`src/rtl/irqv_pkg.sv`:
```
// Shared source indices and fixed vector addresses for the interrupt controller.
package irqv_pkg;
    localparam int NSRC = 5;
    localparam int NMSK = 3;
    localparam int NUMW = 3;

    // Index order is the priority order: a higher index wins.
    localparam int SRC_GEN  = 0;
    localparam int SRC_R55  = 1;
    localparam int SRC_R65  = 2;
    localparam int SRC_R75  = 3;
    localparam int SRC_TRAP = 4;

    localparam logic [7:0] VEC_TRAP = 8'h24;
    localparam logic [7:0] VEC_R55  = 8'h2C;
    localparam logic [7:0] VEC_R65  = 8'h34;
    localparam logic [7:0] VEC_R75  = 8'h3C;
endpackage

```
`src/rtl/irqv_edge_catch.sv`:
```
// Edge catcher: turns a rising edge on a level input into a sticky pending flag.
// The flag is cleared by clr_i. A new edge in the same cycle as a clear wins.
// Assumes lvl_i is already synchronous to clk.
module irqv_edge_catch (
    input  logic clk,
    input  logic rst_n,
    input  logic lvl_i,
    input  logic clr_i,
    output logic pend_o
);
    logic prev_q;
    logic rise;

    assign rise = lvl_i & ~prev_q;

    // Remember the last level and update the sticky flag.
    always_ff @(posedge clk) begin
        if (!rst_n) begin
            prev_q <= 1'b0;
            pend_o <= 1'b0;
        end else begin
            prev_q <= lvl_i;
            if (rise)       pend_o <= 1'b1;
            else if (clr_i) pend_o <= 1'b0;
        end
    end

    a_r8_edge_sets: assert property (@(posedge clk) disable iff (!rst_n)
        rise |=> pend_o);
    a_r8_pend_holds: assert property (@(posedge clk) disable iff (!rst_n)
        (pend_o && !clr_i) |=> pend_o);
endmodule

```
`src/rtl/irqv_gate_regs.sv`:
```
// Gate registers: the global enable bit and the per-line mask.
// Assumes the command inputs are single-cycle pulses. A disable or an
// acknowledge clear takes precedence over an enable.
module irqv_gate_regs
    import irqv_pkg::*;
(
    input  logic            clk,
    input  logic            rst_n,
    input  logic            en_cmd_i,
    input  logic            dis_cmd_i,
    input  logic            ack_clr_i,
    input  logic            mask_cmd_i,
    input  logic [NMSK-1:0] mask_wdata_i,
    output logic            gen_en_o,
    output logic [NMSK-1:0] mask_o
);
    // Global enable: clears win over sets.
    always_ff @(posedge clk) begin
        if (!rst_n)                     gen_en_o <= 1'b0;
        else if (dis_cmd_i | ack_clr_i) gen_en_o <= 1'b0;
        else if (en_cmd_i)              gen_en_o <= 1'b1;
    end

    // Mask register: loaded whole by the set-mask command; all lines blocked at reset.
    always_ff @(posedge clk) begin
        if (!rst_n)          mask_o <= '1;
        else if (mask_cmd_i) mask_o <= mask_wdata_i;
    end

    a_r5_disable_wins: assert property (@(posedge clk) disable iff (!rst_n)
        dis_cmd_i |=> !gen_en_o);
    a_r9_ack_clears: assert property (@(posedge clk) disable iff (!rst_n)
        ack_clr_i |=> !gen_en_o);
    a_r6_mask_loads: assert property (@(posedge clk) disable iff (!rst_n)
        mask_cmd_i |=> (mask_o == $past(mask_wdata_i)));
endmodule

```
`src/rtl/irqv_arbiter.sv`:
```
// Fixed-priority arbiter: picks the highest qualified source and forms its vector.
// Assumes req_i is already gated by the enable and the masks. Purely combinational.
module irqv_arbiter
    import irqv_pkg::*;
#(
    parameter int ADDR_W = 16
) (
    input  logic [NSRC-1:0]   req_i,
    input  logic [NUMW-1:0]   num_i,
    output logic              any_o,
    output logic [NSRC-1:0]   grant_o,
    output logic [ADDR_W-1:0] vec_o
);
    localparam int PADW = ADDR_W - NUMW - 3;

    // Priority scan: a higher index overrides a lower one.
    always_comb begin
        grant_o = '0;
        for (int i = 0; i < NSRC; i++) begin
            if (req_i[i]) grant_o = NSRC'(1) << i;
        end
    end

    assign any_o = |req_i;

    // Vector select from the one-hot grant.
    always_comb begin
        vec_o = '0;
        if (grant_o[SRC_GEN])  vec_o = {{PADW{1'b0}}, num_i, 3'b000};
        if (grant_o[SRC_R55])  vec_o = ADDR_W'(VEC_R55);
        if (grant_o[SRC_R65])  vec_o = ADDR_W'(VEC_R65);
        if (grant_o[SRC_R75])  vec_o = ADDR_W'(VEC_R75);
        if (grant_o[SRC_TRAP]) vec_o = ADDR_W'(VEC_TRAP);
    end
endmodule

```
`src/rtl/irq_vector_unit.sv`:
```
// Top of the prioritized vectored interrupt controller.
// It qualifies the five sources against the enable and the masks, arbitrates,
// and clears state on acknowledge. Assumes all inputs are synchronous to clk.
module irq_vector_unit
    import irqv_pkg::*;
#(
    parameter int ADDR_W = 16
) (
    input  logic                  clk,
    input  logic                  rst_n,
    input  logic                  trap_i,
    input  logic                  rst75_i,
    input  logic                  rst65_i,
    input  logic                  rst55_i,
    input  logic                  gen_req_i,
    input  logic [NUMW-1:0]       rst_num_i,
    input  logic                  en_cmd_i,
    input  logic                  dis_cmd_i,
    input  logic                  mask_cmd_i,
    input  logic [NMSK-1:0]       mask_wdata_i,
    input  logic                  ack_i,
    output logic                  irq_o,
    output logic [ADDR_W-1:0]     vector_o
);
    localparam int LOW_W = NUMW + 3;

    logic            gen_en;
    logic [NMSK-1:0] mask;
    logic            pend75;
    logic [NSRC-1:0] req;
    logic [NSRC-1:0] grant;
    logic            ack_take;
    logic            clr75;

    assign ack_take = ack_i & irq_o;
    assign clr75    = ack_take & grant[SRC_R75];

    irqv_gate_regs u_gate (
        .clk          (clk),
        .rst_n        (rst_n),
        .en_cmd_i     (en_cmd_i),
        .dis_cmd_i    (dis_cmd_i),
        .ack_clr_i    (ack_take),
        .mask_cmd_i   (mask_cmd_i),
        .mask_wdata_i (mask_wdata_i),
        .gen_en_o     (gen_en),
        .mask_o       (mask)
    );

    irqv_edge_catch u_edge75 (
        .clk    (clk),
        .rst_n  (rst_n),
        .lvl_i  (rst75_i),
        .clr_i  (clr75),
        .pend_o (pend75)
    );

    // Qualify each source with the enable and its mask bit; the trap bypasses both.
    always_comb begin
        req           = '0;
        req[SRC_GEN]  = gen_en & gen_req_i;
        req[SRC_R55]  = gen_en & ~mask[0] & rst55_i;
        req[SRC_R65]  = gen_en & ~mask[1] & rst65_i;
        req[SRC_R75]  = gen_en & ~mask[2] & pend75;
        req[SRC_TRAP] = trap_i;
    end

    irqv_arbiter #(.ADDR_W(ADDR_W)) u_arb (
        .req_i   (req),
        .num_i   (rst_num_i),
        .any_o   (irq_o),
        .grant_o (grant),
        .vec_o   (vector_o)
    );

    a_r1_single_grant: assert property (@(posedge clk) disable iff (!rst_n)
        $onehot0(grant));
    a_r3_trap_forces: assert property (@(posedge clk) disable iff (!rst_n)
        trap_i |-> (irq_o && vector_o == ADDR_W'(VEC_TRAP)));
    a_r7_off_blocks: assert property (@(posedge clk) disable iff (!rst_n)
        (!gen_en && !trap_i) |-> !irq_o);
    a_r4_low_page: assert property (@(posedge clk) disable iff (!rst_n)
        (irq_o && grant[SRC_GEN]) |-> (vector_o[ADDR_W-1:LOW_W] == '0 && vector_o[2:0] == 3'b000));
endmodule

```
`config.mk`:
```
export PLATFORM = sky130hd
export DESIGN_NAME = irq_vector_unit
export DESIGN_NICKNAME = d
export VERILOG_FILES = /design/src/rtl/irqv_pkg.sv /design/src/rtl/irqv_edge_catch.sv /design/src/rtl/irqv_gate_regs.sv /design/src/rtl/irqv_arbiter.sv /design/src/rtl/irq_vector_unit.sv
export SDC_FILE = /design/constraint.sdc
export NUM_CORES = 1
export LEC_CHECK = 0
export BUFFER_PORTS_ARGS = -buffer_cell sky130_fd_sc_hd__buf_2
export CAP_MARGIN = 10
export CORE_UTILIZATION = 35
export CTS_CLUSTER_SIZE = 24
export DETAILED_ROUTE_END_ITERATION = 12
export HOLD_SLACK_MARGIN = 0.03
export PLACE_DENSITY_LB_ADDON = 0.05
export SLEW_MARGIN = 20
export SYNTH_ARGS = -nofsm -noshare
export SYNTH_HDL_FRONTEND = slang
export SYNTH_HIERARCHICAL = 1
export SYNTH_SLANG_ARGS = --single-unit
```
`constraint.sdc`:
```
create_clock -name clk -period 4.7 [get_ports clk]
set_clock_uncertainty 0.05 [all_clocks]
set_input_delay 0.94 -clock clk [delete_from_list [all_inputs] [get_ports clk]]
set_output_delay 0.94 -clock clk [all_outputs]
set_load 0.03 [all_outputs]
```
==> results.sh, run 1 <==
export IMPL_status="finished, final reports clean"
export IMPL_critical_path_max_stage_delay_ps=270
export IMPL_cts_repair_timing_setup_buffer_count=0
export IMPL_crit_path_top_delay_cell="sky130_fd_sc_hd__nor4_4"
export IMPL_area_of_the_die_sq_mm=0.001378
export IMPL_avgViaCountPerCell=4.163
export IMPL_path_cells="buf_2 -> and3b_1 -> nor4_4 -> nand2b_1 -> buf_2"
export IMPL_design_power_total_uw=137.0
export IMPL_fin_area_sq_um=528.0
export IMPL_clock_fmax_ghz=0.3573
export IMPL_largest_net_degree_at_the_start_of_global_routing=7
export IMPL_wire_length_of_the_first_global_routing_pass_microns=1090
export IMPL_most_common_layout_cells="sky130_fd_sc_hd__buf_2, sky130_fd_sc_hd__conb_1, sky130_fd_sc_hd__dfxtp_1"
export IMPL_utilization=0.4689
export IMPL_netlist_instances=49
export IMPL_ctsResizeCount=0
export IMPL_gp_routability_congestion=0.5745
export IMPL_setup_tns_final_ps=0
export IMPL_timing_final_crit_period_ps=2799
export IMPL_residual_overflow_from_global_routing=0
export IMPL_cts_root_buffer_cell="sky130_fd_sc_hd__clkbuf_4"
export IMPL_area_growth_synth_to_final_pct=22.32
export IMPL_vdd_ir_max_mv=0.1237
export IMPL_arrival_ps=1810
export IMPL_cts_hold_buffers_added=0
export IMPL_met2_usage=0.1886
export IMPL_crit_family="simple AND/OR/NAND/NOR gates"
export IMPL_post_route_worst_setup_slack_ps=1901
export IMPL_die_height_microns=37.12
export IMPL_vias_in_the_first_global_route=292
export IMPL_drive_gt1_frac=0.3889
export IMPL_port_buffers=21
export IMPL_yosysWarningCount=6
export IMPL_vias=358
export IMPL_grt_use_met1=0.1287
export IMPL_clkSinkCount=6
export IMPL_timing_setup_critical_path_class="in -> out"
export IMPL_pre_cts_ws_ps=1898
export IMPL_drt_pass1_iter_count=2
export IMPL_clkTransAtPathRegs_ps=50
export IMPL_num_antenna_cells=0
export IMPL_timing_final_setup_violations=0
export IMPL_antenna_left=0
export IMPL_mapped_area_sq_um=431.7
export IMPL_p_leak_nw=0.2953
export IMPL_startpoint_type="input pin"
export IMPL_design_final_nets=91
export IMPL_timing_critical_path_buf_inv=2
export IMPL_pin_count=34
export IMPL_grt_most_used_layer="met2"
export IMPL_timing_critical_path_required_ps=3710
export IMPL_cts_htree_levels=1
export IMPL_clockBufferDepth=2
export IMPL_worst_path_max_fanout=3
export IMPL_cell_row_count=12
export IMPL_layout_worst_path_cycle_share=0.5956
export IMPL_clk_insertion_delay_late_ps=240
export IMPL_layout_cells_most_common="sky130_fd_sc_hd__buf_2"
export IMPL_drc=0
export IMPL_die_width_microns=37.12
export IMPL_dr_first_iter_drc_count=1
export IMPL_wl_per_cell_microns=7.895
export IMPL_global_route_usage_met3=0.01829
export IMPL_cpMostUsedCell="sky130_fd_sc_hd__buf_2"
export IMPL_number_of_antenna_violations_at_the_first_check_in_global_routing=0
export IMPL_power_density_mw_per_mm2=259.4
export IMPL_hold_path_class="reg -> reg"
export IMPL_cp_end_kind="output port"
export IMPL_syn_area_per_cell_sq_um=8.809
export IMPL_numCtsBuffers=3
export IMPL_cap_violations=0
export IMPL_place_detailed_hpwl_microns=568.6
export IMPL_grt_setup_unrepaired="no"
export IMPL_hold_viol_final=0
export IMPL_clock_tree_from_tritoncts="built"
export IMPL_initial_core_utilization=0.3833
export IMPL_slew_violations=0
export IMPL_design_core_area_sq_mm=0.001126
export IMPL_detail_route_wirelength_microns=679
export IMPL_dpl_instance_area_sq_um=505.5
export IMPL_global_route_usage_total=0.1136
export IMPL_worst_r2r_setup_slack_ps=3150
==> cell type report <==
cell class | count | area [sq um]
Fill cell | 121 | 598.1
Multi-Input combinational cell | 41 | 259.0
Sequential cell | 6 | 120.1
Timing Repair Buffer | 21 | 105.1
Clock buffer | 3 | 22.52
Tap cell | 14 | 17.52
Inverter | 1 | 3.754
==> state kept, by name, summed over array words and instances (netlist names) <==
register / flops
u_gate/mask_o: 3
u_edge75/pend_o: 1
u_edge75/prev_q: 1
u_gate/gen_en_o: 1
==> worst paths after layout <==
path,startpoint,endpoint,depth (start not counted)
setup / recovery,rst65_i,irq_o,5
hold / removal,u_gate/mask_o[2],u_gate/mask_o[2],2
setup reg to reg,u_gate/gen_en_o,u_gate/gen_en_o,5
hold reg to reg,u_gate/mask_o[2],u_gate/mask_o[2],2
==> through the flow <==
stage,hold slack (ps),std cells
after floorplan,382.1,60
after global placement,406.4,83
after detailed placement,401.9,83
after CTS,422.9,86
after global routing,437.3,86
final,419.3,86
==> routing by layer <==
layer	wire length, microns	share of wire
met4	0	0
met3	55	0.081
met2	315	0.46
met5	0	0
met1	308	0.45
==> power by group <==
part           leakage (nW)  internal (mW)  switching, mW  total, mW
registers            0.0497         0.0541        0.00133     0.0555
logic                 0.232         0.0114         0.0243     0.0357
clock network        0.0138         0.0288         0.0170     0.0458
total                 0.295         0.0944         0.0426      0.137
==> worst reg2reg max path, delay by kind of cell (launching register included) <==
kind             cells  cell delay [ps]
flip-flops           1              330
AND/OR/NAND/NOR      5             1090
Power figures use the tool's default switching activity.
==> run 2: changes to the inputs <==
Settings changed: ABC_AREA from default to 1.
Clock period 4.7 ns to 2.9 ns, I/O delays scaled along.
==> results.sh, run 2 <==
export IMPL_most_common_layout_cells="sky130_fd_sc_hd__buf_2, sky130_fd_sc_hd__nand2_1, sky130_fd_sc_hd__conb_1"
export IMPL_instance_count_on_the_critical_path=7
export IMPL_pin_count=34
export IMPL_worstReg2RegEnd="u_edge75/pend_o"
export IMPL_syn_area_per_cell_sq_um=6.062
export IMPL_detail_route_wirelength_microns=713
export IMPL_area_growth_synth_to_final_pct=22.38
export IMPL_number_of_antenna_violations_at_the_first_check_in_global_routing=0
export IMPL_startpoint="rst55_i"
export IMPL_worst_r2r_setup_slack_ps=1520
export IMPL_path_cells="buf_2 -> nand2_1 -> nor2_1 -> nor2_1 -> nand2_1 -> a21oi_1 -> buf_2"
export IMPL_fin_hold_ws_ps=410.5
export IMPL_worst_hold_startpoint="u_edge75/pend_o"
export IMPL_place_detailed_hpwl_microns=627.7
export IMPL_r2r_start="u_gate/gen_en_o"
export IMPL_cts_repair_timing_setup_buffer_count=0
export IMPL_design_power_total_uw=223.8
export IMPL_wire_length_of_the_first_global_routing_pass_microns=1097
export IMPL_grt_setup_unrepaired="no"
export IMPL_netlist_instances=71
export IMPL_largest_register_ffs=3
export IMPL_numCtsBuffers=3
export IMPL_area_of_the_die_sq_mm=0.001374
export IMPL_timing_final_setup_violations=0
export IMPL_cts_hold_buffers_added=0
export IMPL_hold_viol_final=0
export IMPL_cts_htree_levels=1
export IMPL_yosysWarningCount=6
export IMPL_cap_violations=0
export IMPL_dr_first_iter_drc_count=2
export IMPL_die_height_microns=37.07
export IMPL_vias=428
export IMPL_clkTransAtPathRegs_ps=40
export IMPL_port_buffers=21
export IMPL_clockBufferDepth=2
export IMPL_post_route_worst_setup_slack_ps=863.5
export IMPL_p_leak_nw=0.3243
export IMPL_mapped_area_sq_um=430.4
export IMPL_cell_row_count=12
export IMPL_antenna_left=0
export IMPL_cts_root_buffer_cell="sky130_fd_sc_hd__clkbuf_4"
export IMPL_design_final_nets=113
export IMPL_utilization=0.4678
export IMPL_clock_fmax_ghz=0.4910
export IMPL_power_density_mw_per_mm2=424.8
export IMPL_status="finished, final reports clean"
export IMPL_global_route_usage_total=0.1166
export IMPL_design_core_area_sq_mm=0.001126
export IMPL_hold_path_class="reg -> reg"
export IMPL_residual_overflow_from_global_routing=0
export IMPL_vdd_ir_max_mv=0.2352
export IMPL_vias_in_the_first_global_route=307
export IMPL_arrival_ps=1410
export IMPL_num_antenna_cells=0
export IMPL_startpoint_type="input pin"
export IMPL_cp_end_kind="output port"
export IMPL_ctsResizeCount=0
export IMPL_die_width_microns=37.07
export IMPL_worst_path_max_fanout=3
export IMPL_hold_path_endpoint="u_edge75/pend_o"
export IMPL_drt_pass1_iter_count=2
export IMPL_avgViaCountPerCell=3.963
export IMPL_crit_path_top_delay_cell="sky130_fd_sc_hd__buf_2"
export IMPL_slew_violations=0
export IMPL_initial_core_utilization=0.3822
export IMPL_clkSinkCount=6
export IMPL_timing_final_crit_period_ps=2037
export IMPL_layout_cells_most_common="sky130_fd_sc_hd__buf_2"
export IMPL_top_register="u_gate/mask_o"
export IMPL_layout_worst_path_cycle_share=0.7023
export IMPL_timing_critical_path_required_ps=2270
export IMPL_clock_tree_from_tritoncts="built"
export IMPL_crit_family="simple AND/OR/NAND/NOR gates"
export IMPL_critical_path_max_stage_delay_ps=210
export IMPL_timing_setup_critical_path_class="in -> out"
export IMPL_gp_routability_congestion=0.6077
export IMPL_setup_tns_final_ps=0
export IMPL_r2r_cells=11
export IMPL_timing_critical_path_buf_inv=2
export IMPL_holdPathStages=2
export IMPL_largest_net_degree_at_the_start_of_global_routing=8
export IMPL_clk_insertion_delay_late_ps=240
export IMPL_drive_gt1_frac=0.2979
export IMPL_wl_per_cell_microns=6.602
export IMPL_drc=0
export IMPL_pre_cts_ws_ps=861.0
## run 2: cell count changes in the layout (fill, tap and decap cells not counted), moves of 2 or more
cell	change
sky130_fd_sc_hd__nand2_1	+14
sky130_fd_sc_hd__inv_1	+10
sky130_fd_sc_hd__nor2_1	+8
sky130_fd_sc_hd__nand3_1	+5
sky130_fd_sc_hd__and3b_1	-3
sky130_fd_sc_hd__mux2i_1	-3
sky130_fd_sc_hd__nand2b_1	-3
sky130_fd_sc_hd__and2_1	-2
sky130_fd_sc_hd__nor2_2	+2
## run 2: how the worst max path moves through the flow
stage | to | slack [ps]
after floorplan | vector_o[4] | 880
after global placement | vector_o[4] | 880
after detailed placement | vector_o[4] | 860
after CTS | vector_o[4] | 860
after global routing | irq_o | 770
final | vector_o[4] | 860
## run 2: area by class of cell
type,count,area [sq um]
well taps,14,17.52
multi-input cells,52,216.5
repair buffers,21,105.1
flip-flops and latches,6,120.1
clock buffers,3,22.52
inverters,12,45.04
fillers,142,599.3
## run 2: routing by layer
layer	up-vias	GRT usage	routed length [microns]
met3	2	0.01829	58
met5	-	0	0
met1	173	0.1319	305
li1	233	-	-
met4	0	0.1111	19
met2	20	0.1830	330
## run 2: tightest hold or removal path, cell delays in order (launching register included)
cell                      delay, ps
sky130_fd_sc_hd__dfxtp_1        300
sky130_fd_sc_hd__nand3_1         70
sky130_fd_sc_hd__nand2_1         40
## run 2: per-stage QoR
step / area [sq um] / std cells
finish: 526.8 / 108
global route: 526.8 / 108
CTS: 526.8 / 108
detailed placement: 504.2 / 105
global placement: 504.2 / 105
floorplan: 471.7 / 82
## run 2: power breakdown
part / switching (mW) / internal, mW
logic: 0.0417 / 0.0161
clock network: 0.0277 / 0.0467
registers: 0.00312 / 0.0885
total: 0.0725 / 0.151
